$ cat src/rtl/flit_link_pkg.sv
package flit_link_pkg;
   // Control field bit offsets within the control slice of a flit
   localparam int unsigned CB_HEAD  = 0;
   localparam int unsigned CB_TAIL  = 1;
   localparam int unsigned CB_WRITE = 2;
   localparam int unsigned CB_LONG  = 3;
   localparam int unsigned CB_USED  = 4;
endpackage

$ cat src/rtl/flit_tx_ser.sv
module flit_tx_ser #(
   parameter int unsigned PHIT_W  = 14,
   parameter int unsigned N_PHITS = 5
) (
   input  logic                        clk,
   input  logic                        rst_n,
   input  logic [PHIT_W*N_PHITS-1:0]   flit_i,
   input  logic                        valid_i,
   output logic                        ready_o,
   output logic [PHIT_W-1:0]           phit_o,
   output logic                        vld_o,
   output logic                        sop_o
);
   localparam int unsigned FLIT_W = PHIT_W * N_PHITS;
   localparam int unsigned CNT_W  = (N_PHITS > 1) ? $clog2(N_PHITS) : 1;
   localparam int unsigned LAST   = N_PHITS - 1;

   logic [FLIT_W-1:0] hold_q;
   logic              busy_q;
   logic [CNT_W-1:0]  idx_q;
   logic              at_last;
   logic              take;
   logic [PHIT_W-1:0] slice [N_PHITS];

   assign at_last = busy_q && (idx_q == CNT_W'(LAST));
   assign ready_o = !busy_q || at_last;
   assign take    = valid_i && ready_o;

   always_ff @(posedge clk) begin
      if (!rst_n) begin
         hold_q <= '0;
         busy_q <= 1'b0;
         idx_q  <= '0;
      end else if (take) begin
         hold_q <= flit_i;
         busy_q <= 1'b1;
         idx_q  <= '0;
      end else if (busy_q) begin
         if (at_last) begin
            busy_q <= 1'b0;
            idx_q  <= '0;
         end else begin
            idx_q <= idx_q + 1'b1;
         end
      end
   end

   for (genvar g = 0; g < N_PHITS; g++) begin : g_slice
      assign slice[g] = hold_q[g*PHIT_W +: PHIT_W];
   end

   assign phit_o = busy_q ? slice[idx_q] : '0;
   assign vld_o  = busy_q;
   assign sop_o  = busy_q && (idx_q == '0);
endmodule

$ cat src/rtl/flit_rx_deser.sv
module flit_rx_deser #(
   parameter int unsigned PHIT_W  = 14,
   parameter int unsigned N_PHITS = 5
) (
   input  logic                        clk,
   input  logic                        rst_n,
   input  logic [PHIT_W-1:0]           phit_i,
   input  logic                        phit_vld_i,
   input  logic                        phit_sop_i,
   output logic [PHIT_W*N_PHITS-1:0]   asm_flit_o,
   output logic                        asm_vld_o
);
   localparam int unsigned CNT_W = (N_PHITS > 1) ? $clog2(N_PHITS) : 1;
   localparam int unsigned LAST  = N_PHITS - 1;

   logic              aligned_q;
   logic [CNT_W-1:0]  idx_q;
   logic [PHIT_W-1:0] slot_q [LAST];

   always_ff @(posedge clk) begin
      if (!rst_n) begin
         aligned_q <= 1'b0;
         idx_q     <= '0;
      end else if (phit_vld_i) begin
         if (phit_sop_i) begin
            aligned_q <= 1'b1;
            idx_q     <= CNT_W'(1);
         end else if (aligned_q) begin
            if (idx_q == CNT_W'(LAST)) begin
               aligned_q <= 1'b0;
               idx_q     <= '0;
            end else begin
               idx_q <= idx_q + 1'b1;
            end
         end
      end
   end

   for (genvar g = 0; g < LAST; g++) begin : g_slot
      logic wr;
      assign wr = phit_vld_i &&
                  ((phit_sop_i && (g == 0)) ||
                   (!phit_sop_i && aligned_q && (idx_q == CNT_W'(g))));
      always_ff @(posedge clk) begin
         if (!rst_n)  slot_q[g] <= '0;
         else if (wr) slot_q[g] <= phit_i;
      end
      assign asm_flit_o[g*PHIT_W +: PHIT_W] = slot_q[g];
   end

   assign asm_flit_o[LAST*PHIT_W +: PHIT_W] = phit_i;
   assign asm_vld_o = phit_vld_i && !phit_sop_i && aligned_q &&
                      (idx_q == CNT_W'(LAST));
endmodule

$ cat src/rtl/flit_pkt_check.sv
module flit_pkt_check #(
   parameter int unsigned SHORT_LEN = 1,
   parameter int unsigned LONG_LEN  = 8
) (
   input  logic clk,
   input  logic rst_n,
   input  logic vld_i,
   input  logic head_i,
   input  logic tail_i,
   input  logic long_i,
   output logic err_o
);
   localparam int unsigned CW   = $clog2(LONG_LEN + 2);
   localparam int unsigned MAXC = (1 << CW) - 1;

   logic          open_q;
   logic          long_q;
   logic [CW-1:0] cnt_q;
   logic [CW-1:0] cnt_inc;
   logic          eff_open;
   logic          eff_long;
   logic [CW-1:0] eff_cnt;
   logic [CW-1:0] want;

   assign cnt_inc  = (cnt_q == CW'(MAXC)) ? cnt_q : cnt_q + 1'b1;
   assign eff_open = head_i || open_q;
   assign eff_long = head_i ? long_i : long_q;
   assign eff_cnt  = head_i ? CW'(1) : (open_q ? cnt_inc : '0);
   assign want     = eff_long ? CW'(LONG_LEN) : CW'(SHORT_LEN);
   assign err_o    = vld_i && tail_i && (!eff_open || (eff_cnt != want));

   always_ff @(posedge clk) begin
      if (!rst_n) begin
         open_q <= 1'b0;
         long_q <= 1'b0;
         cnt_q  <= '0;
      end else if (vld_i) begin
         if (tail_i) begin
            open_q <= 1'b0;
            cnt_q  <= '0;
         end else if (eff_open) begin
            open_q <= 1'b1;
            long_q <= eff_long;
            cnt_q  <= eff_cnt;
         end
      end
   end
endmodule

$ cat src/rtl/flit_link_serdes.sv
module flit_link_serdes
   import flit_link_pkg::*;
#(
   parameter int unsigned PHIT_W    = 14,
   parameter int unsigned N_PHITS   = 5,
   parameter int unsigned DATA_W    = 64,
   parameter int unsigned CTRL_W    = 6,
   parameter int unsigned SHORT_LEN = 1,
   parameter int unsigned LONG_LEN  = 8
) (
   input  logic                        clk,
   input  logic                        rst_n,
   input  logic [DATA_W+CTRL_W-1:0]    tx_flit_i,
   input  logic                        tx_valid_i,
   output logic                        tx_ready_o,
   output logic [PHIT_W-1:0]           tx_phit_o,
   output logic                        tx_phit_vld_o,
   output logic                        tx_phit_sop_o,
   input  logic [PHIT_W-1:0]           rx_phit_i,
   input  logic                        rx_phit_vld_i,
   input  logic                        rx_phit_sop_i,
   output logic [DATA_W+CTRL_W-1:0]    rx_flit_o,
   output logic                        rx_flit_vld_o,
   output logic                        rx_len_err_o
);
   localparam int unsigned FLIT_W = DATA_W + CTRL_W;

   if (PHIT_W * N_PHITS != FLIT_W) begin : g_bad_split
      $error("phit width times phit count must equal flit width");
   end
   if (N_PHITS < 2) begin : g_bad_count
      $error("at least two phits per flit are needed");
   end
   if (CTRL_W < CB_USED) begin : g_bad_ctrl
      $error("control field too narrow for framing bits");
   end
   if (SHORT_LEN < 1 || LONG_LEN < 1) begin : g_bad_len
      $error("packet lengths must be at least one word");
   end

   logic [FLIT_W-1:0] asm_flit;
   logic              asm_vld;
   logic              len_err;

   flit_tx_ser #(.PHIT_W(PHIT_W), .N_PHITS(N_PHITS)) u_tx (
      .clk     (clk),
      .rst_n   (rst_n),
      .flit_i  (tx_flit_i),
      .valid_i (tx_valid_i),
      .ready_o (tx_ready_o),
      .phit_o  (tx_phit_o),
      .vld_o   (tx_phit_vld_o),
      .sop_o   (tx_phit_sop_o)
   );

   flit_rx_deser #(.PHIT_W(PHIT_W), .N_PHITS(N_PHITS)) u_rx (
      .clk        (clk),
      .rst_n      (rst_n),
      .phit_i     (rx_phit_i),
      .phit_vld_i (rx_phit_vld_i),
      .phit_sop_i (rx_phit_sop_i),
      .asm_flit_o (asm_flit),
      .asm_vld_o  (asm_vld)
   );

   flit_pkt_check #(.SHORT_LEN(SHORT_LEN), .LONG_LEN(LONG_LEN)) u_pkt (
      .clk    (clk),
      .rst_n  (rst_n),
      .vld_i  (asm_vld),
      .head_i (asm_flit[DATA_W + CB_HEAD]),
      .tail_i (asm_flit[DATA_W + CB_TAIL]),
      .long_i (asm_flit[DATA_W + CB_LONG]),
      .err_o  (len_err)
   );

   always_ff @(posedge clk) begin
      if (!rst_n) begin
         rx_flit_o     <= '0;
         rx_flit_vld_o <= 1'b0;
         rx_len_err_o  <= 1'b0;
      end else begin
         rx_flit_vld_o <= asm_vld;
         rx_len_err_o  <= len_err;
         if (asm_vld) rx_flit_o <= asm_flit;
      end
   end
endmodule

$ cat config.mk
export PLATFORM = sky130hd
export DESIGN_NAME = flit_link_serdes
export DESIGN_NICKNAME = d
export VERILOG_FILES = /design/src/rtl/flit_link_pkg.sv /design/src/rtl/flit_tx_ser.sv /design/src/rtl/flit_rx_deser.sv /design/src/rtl/flit_pkt_check.sv /design/src/rtl/flit_link_serdes.sv
export SDC_FILE = /design/constraint.sdc
export NUM_CORES = 1
export LEC_CHECK = 0
export CAP_MARGIN = 20
export CORE_MARGIN = 2
export CORE_UTILIZATION = 35
export DETAILED_ROUTE_END_ITERATION = 7
export GPL_TIMING_DRIVEN = 1
export PLACE_DENSITY = 0.57
export SLEW_MARGIN = 20
export SYNTH_ARGS = -nofsm -noshare
export SYNTH_HDL_FRONTEND = slang
export SYNTH_HIERARCHICAL = 1
export SYNTH_SLANG_ARGS = --single-unit
$ cat constraint.sdc
create_clock -name clk -period 2.15 [get_ports clk]
set_input_delay 0.215 -clock clk [delete_from_list [all_inputs] [get_ports clk]]
set_output_delay 0.215 -clock clk [all_outputs]
set_load 0.02 [all_outputs]
; ---- After elaboration in Yosys (flattened, before gate mapping)
; Memories as Yosys holds them, arrays and structs flattened. A register that Yosys moved wholly into a read port is not among the register bits.
; Cells that the tools add are included.
[word_totals]
ram_bits = 56
output_inout_bits = 89
in_bits = 89
n_memories = 1
wordCells = 106
regBits = 156
latchBits = 0
rom_bits = 0
[mem_list]
columns = memory, depth, width, rd, rd_clocked_by_memory_dff, write_ports, line_no
row1 = u_rx.slot_q, 4, 14, 4, 4, 4, flit_rx_deser.sv:18  ; logic [PHIT_W-1:0] slot_q [LAST];
[classes]
shift = 0
addsub = 3
n_lt_le_gt_ge = 1
n_reduce_logical = 36
n_mux = 40
n_mul = 0
bitwise_logic = 7
div_mod_pow = 0
n_eq_ne = 7
[ops]
columns = cell, n
row1 = $mux W14, 7
row2 = $bmux W14 S3, 1
row3 = $mux W4, 6
row4 = $mux W1, 22
row5 = $logic_and A1 B1 Y1, 17
row6 = $mux W3, 4
row7 = $logic_not A1 Y1, 7
row8 = $add A3 B1 Y3 const B, 2
row9 = $eq A3 B2 Y1 const B, 2
row10 = $eq A3 B3 Y1 const B, 2
row11 = $logic_not A3 Y1, 2
row12 = $add A4 B1 Y4 const B, 1
row13 = $eq A4 B4 Y1 const B, 1
row14 = $ge A4 B4 Y1 const B, 1
row15 = $logic_or A1 B1 Y1, 4
row16 = $ne A4 B4 Y1, 1
row17 = $not A3 Y4, 1
row18 = $or A1 B1 Y1, 4
row19 = $reduce_and A2 Y1, 2
row20 = $reduce_bool A2 Y1, 2
row21 = $eq A3 B1 Y1 const B, 1
row22 = $reduce_and A3 Y1, 1
row23 = $not A1 Y1, 2
row24 = $reduce_or A2 Y1, 1

; ---- Depth between registers and ports, before layout
[logic_depth]
depth_word = 9
mapped_depth = 8
depth_no_buf = 8

; ---- Modules after synthesis
; The synthesis kept the hierarchy.
[by_module_without_submodules]
columns = mod, seq_area_each_um2, instances, area_per_inst_um2, cells_each
row1 = flit_tx_ser, 1481.4, 1, 3604.7, 409
row2 = flit_link_serdes, 1441.4, 1, 2740.1, 230
row3 = flit_rx_deser, 1761.7, 1, 2572.5, 191
row4 = flit_pkt_check, 120.1, 1, 416.6, 51

; ---- Least setup slack after synthesis
; No wires, ideal clock.
[synth_path]
path_type = register to register
start = register u_rx.idx_q[0]
end = memory u_rx.slot_q[0][0], enable pin
setup_ns = 0.349
t_arrival_ns = 1.587
path_stages_with_launch = 7
n_path_buf = 1
setup_slack_ns = 0.214
cell_sequence = dfxtp_1 inv_1 ha_1 and3b_2 o21ai_1 buf_6 nand2_1
[synth_lines]
columns = element, line_no
row1 = start: declaration, flit_rx_deser.sv:17  ; logic [CNT_W-1:0] idx_q;
row2 = start signal: assignment, flit_rx_deser.sv:33  ; idx_q <= idx_q + 1'b1;
row3 = end: declaration, flit_rx_deser.sv:18

; ---- Worst setup path after layout
[layout_path]
start = register u_tx.idx_q[0]
end = output port tx_phit_o[10]
[layout_via]
elab_chain_len = 5
[layout_rtl]
columns = element, line_no
row1 = start: declaration, flit_tx_ser.sv:20  ; logic [CNT_W-1:0] idx_q;
row2 = start signal: assignment, flit_tx_ser.sv:43  ; idx_q <= idx_q + 1'b1;
row3 = $not A3 Y4 (implied by the code), flit_tx_ser.sv:52  ; assign phit_o = busy_q ? slice[idx_q] : '0;
row4 = $bmux W14 S3, flit_tx_ser.sv:52
row5 = $mux W14 (implied by the code) (2 in a row), flit_tx_ser.sv:52
row6 = $mux W14, flit_tx_ser.sv:52
row7 = end: declaration, flit_link_serdes.sv:16  ; output logic [PHIT_W-1:0] tx_phit_o,
; Every way passes these cells. The select of a mux whose other input is x is not followed.

==> results by group <==
Run status
  • Status: complete, but fails checks
  • Failing checks: design-rule violations

Clock network
  • Clock Tree Buf Depth: 3
  • H-tree Lvls: 1
  • Clock-pin slew on the worst setup and hold paths: 60 ps
  • Root Buffer: clkbuf_16
  • Worst-skew pair later-pin latency: 530 ps
  • # clock sinks: 212
  • CTS tree: done
  • Total CTS buffers: 25
  • CTS Hold Buffers Added: 0

Pwr
  • Psw: 0.002157 W
  • Logic pwr share: 0.092
  • Clk pwr share: 0.444
  • Switching power share of the total: 0.2316
  • PwrDens: 746.0 nW/um^2
  • VDD IR-drop max: 0.5326 mV
  • Cell Int Power: 0.007158 W
  • Sequential Power Share: 0.464
  • LEAKAGE: 4.701 nW

GRT
  • Initial antenna violation count: 1
  • Gr ovfl total: 0
  • Largest net degree at the start of global routing: 60
  • GRT Util Overall: 0.1680
  • Vias in the first global route: 6,463
  • First-pass GRT wire length: 37.32 mm

Timing
  • Slew @ Worst Pin: 437.7 ps
  • Clock Skew: 21.66 ps
  • Max_slew headroom: 0.7082
  • Tcrit/Tclk final: 0.9848
  • Slew Limit Fails: 0
  • Final worst setup slack: 32.59 ps
  • Final setup fails: 0
  • Max frequency: 472.3 MHz
  • RSZ-0062 raised after global routing: true
  • Final hold vios: 0
  • Crit path time final: 2117 ps

Detailed routing
  • Avg WL per Cell: 16.83 um
  • Routed via count: 6,566
  • Detailed router's first-iteration violation count: 410
  • Drt drc: 8
  • Final ANT Viol Nets: 0
  • Drt total wl: 23.86 mm
  • Vias per Instance: 4.630
  • Drt pass-1 iters: 8

Place
  • PortBufs: 177
  • Final GP Congestion: 0.8433
  • Worst slack, placed: 77.37 ps
  • Cell Area, Placed: 11,470 sq um
  • DP Wirelength: 16.77 mm

Synth
  • Synth top area share: 0.3346
  • Number of synthesized flops with an enable pin: 56
  • Share of flip-flops with an asynchronous set or reset: 0
  • Mapped Cells: 881
  • Largest area contributor in the netlist: dfxtp_1
  • Yosys warning total: 6
  • Avg Inst Size Synth: 10.59 sq um
  • Sequential-to-total area share from yosys stat: 0.5147
  • Net Count, Synth: 978
  • FF+latch count, synth: 212
  • Unique masters post-synth: 48
  • Mapped cell area: 9334 sq um
  • Ranking of synthesized cells by area: dfxtp_1 33%, edfxtp_1 18%, mux2i_1 15%, nand2_1 7.8%, nor2b_1 5.1%
  • Top FF cell, synth: dfxtp_1

Setup path
  • Max incr delay on CP: 360 ps
  • Startpoint Class: flip-flop
  • Critical Path Fanout Max: 11
  • Worst Path Required: 1930 ps
  • RR Endpoint: u_pkt/cnt_q[1]
  • CP endpoint kind: output port
  • Arrival time worst endpoint: 1900 ps
  • Crit-path cells: buf_12 -> buf_4 -> mux2_4 -> a22oi_2 -> nand2_1 -> buf_6
  • Crit path from: u_tx/idx_q[0]
  • CP Class: reg -> out
  • Slowest cell on crit path: dfxtp_4
  • R2r startpoint: u_rx/idx_q[0]
  • R2r setup slk: 200 ps
  • Worst r2r path cells: 9

Worst hold path
  • Hold/Removal Path Class: in -> reg
  • Hold Crit Start: rst_n
  • Hold Path Depth: 3
  • Hold path endpoint: u_tx/hold_q[39]

Floorplan
  • Ports: 178
  • DIE AREA: 27,990 sq um
  • Row count: 59
  • Die W: 167.3 um
  • Core area: 26,130 sq um
  • Effective utilization at floorplan: 0.3572
  • DIE HEIGHT: 167.3 um

Final layout
  • Area Growth Syn to Fin: 33.77%
  • ANT cells: 0
  • Final net count: 1,161
  • Fin area: 12,490 sq um
  • Post-layout util: 0.4778
  • Layout cells sized above 1: 0.1533

Job
  • Max-Cap Viols: 0
cells by family (layout without fill, tap and decap cells):
group | after synthesis | count (layout) | share of synthesized area
buffers and inverters | 82 | 284 | 0.05925
adder cells (fa/ha/maj) | 8 | 8 | 0.01072
AO/OA/AOI/OAI | 46 | 46 | 0.03619
XOR/XNOR | 1 | 1 | 0.0009385
flip-flops | 212 | 212 | 0.5147
AND/OR/NAND/NOR | 362 | 362 | 0.1920
multiplexers | 170 | 170 | 0.1862
flip-flops by register name, indices dropped and copies added, names as in the netlist, 3 cells and up:
| register | cells |
|---|---|
| rx_flit_o | 70 |
| u_pkt/cnt_q | 4 |
| u_rx/idx_q | 3 |
| u_rx/slot_q | 56 |
| u_tx/hold_q | 70 |
| u_tx/idx_q | 3 |
how the worst max path moves through the flow:
stage	endpoint	slack (ps)	depth (start not counted)
2_1_floorplan	u_rx/slot_q[0][0]	210	6
3_3_place_gp	tx_phit_o[8]	100	5
3_5_place_dp	tx_phit_o[8]	80	5
4_1_cts	tx_phit_o[13]	-10	6
5_1_grt	tx_phit_o[12]	-30	5
6_report	tx_phit_o[10]	30	6
cell usage in the layout, fill, tap and decap left out, drive strengths merged, types with 3 or more instances in the layout:
master         netlist  routed
edfxtp              56      56
and3                 5       5
nand3                4       4
a22oi               16      16
clkdlybuf4s50        0     160
mux2                29      29
ha                   8       8
clkinv               0       8
mux2i              141     141
nor3b                3       3
o21ai                6       6
a21oi                9       9
and4bb               3       3
nor2b               77      77
buf                 42      64
and3b                4       4
a31oi                3       3
inv                 11      12
dfxtp              156     156
clkbuf              29      35
nand2b               3       3
nor2                22      22
and2                44      44
nand2              193     193
per-layer routing:
metal	track usage	vias up	share of wire
met4	0.03819	0	0.017
met3	0.02411	29	0.045
li1	-	3314	-
met2	0.2726	146	0.46
met1	0.2380	3077	0.47
met5	0	-	0
stage by stage:
step           cells  hold WS [ps]  total power, W  setup TNS [ps]
2_1_floorplan    881         331.1        0.004816               0
3_3_place_gp    1363         443.5        0.005208               0
3_5_place_dp    1363         444.6        0.005211               0
4_1_cts         1414         121.6        0.009408          -14.38
5_1_grt         1418         157.7        0.009683          -90.36
6_report        1418         136.6        0.009315               0
Yosys cell counts (all sizes together) (8+ instances only):
library cell / number
mux2: 29
dfxtp: 156
nor2: 22
a21oi: 9
buf: 42
edfxtp: 56
nand2: 193
clkbuf: 29
and2: 44
mux2i: 141
nor2b: 77
a22oi: 16
ha: 8
inv: 11
repair_timing:
action,CTS,global route
cloned,1,1
setup endpoints to repair,16,27
setup buffers,4,3
resized for setup,69,33
endpoints found under the hold margin,0,0
pin swaps,3,7
worst max-delay path, delay by kind of cell (launching register included):
kind | cells | cell delay [ps]
simple gates | 1 | 100
compound gates | 1 | 200
buf+inv | 3 | 430
flops | 1 | 360
mux | 1 | 300
power by group through the flow:
| stage | registers, W | clock network (W) | logic, W |
|---|---|---|---|
| after floorplan | 0.00437 | 0 | 0.000450 |
| after global placement | 0.00441 | 0 | 0.000799 |
| final | 0.00432 | 0.00413 | 0.000861 |
| after detailed placement | 0.00440 | 0 | 0.000808 |
| after CTS | 0.00432 | 0.00426 | 0.000830 |
| after global routing | 0.00433 | 0.00442 | 0.000931 |
area by class of cell:
class	count	area [sq um]
Fill cell	2452	13650
Inverter	11	41.29
Multi-Input combinational cell	587	4089
Clock inverter	12	122.6
Timing Repair Buffer	227	2326
Tap cell	335	419.2
Sequential cell	212	4808
Clock buffer	34	679.4
(Power assumes the default switching activity.)
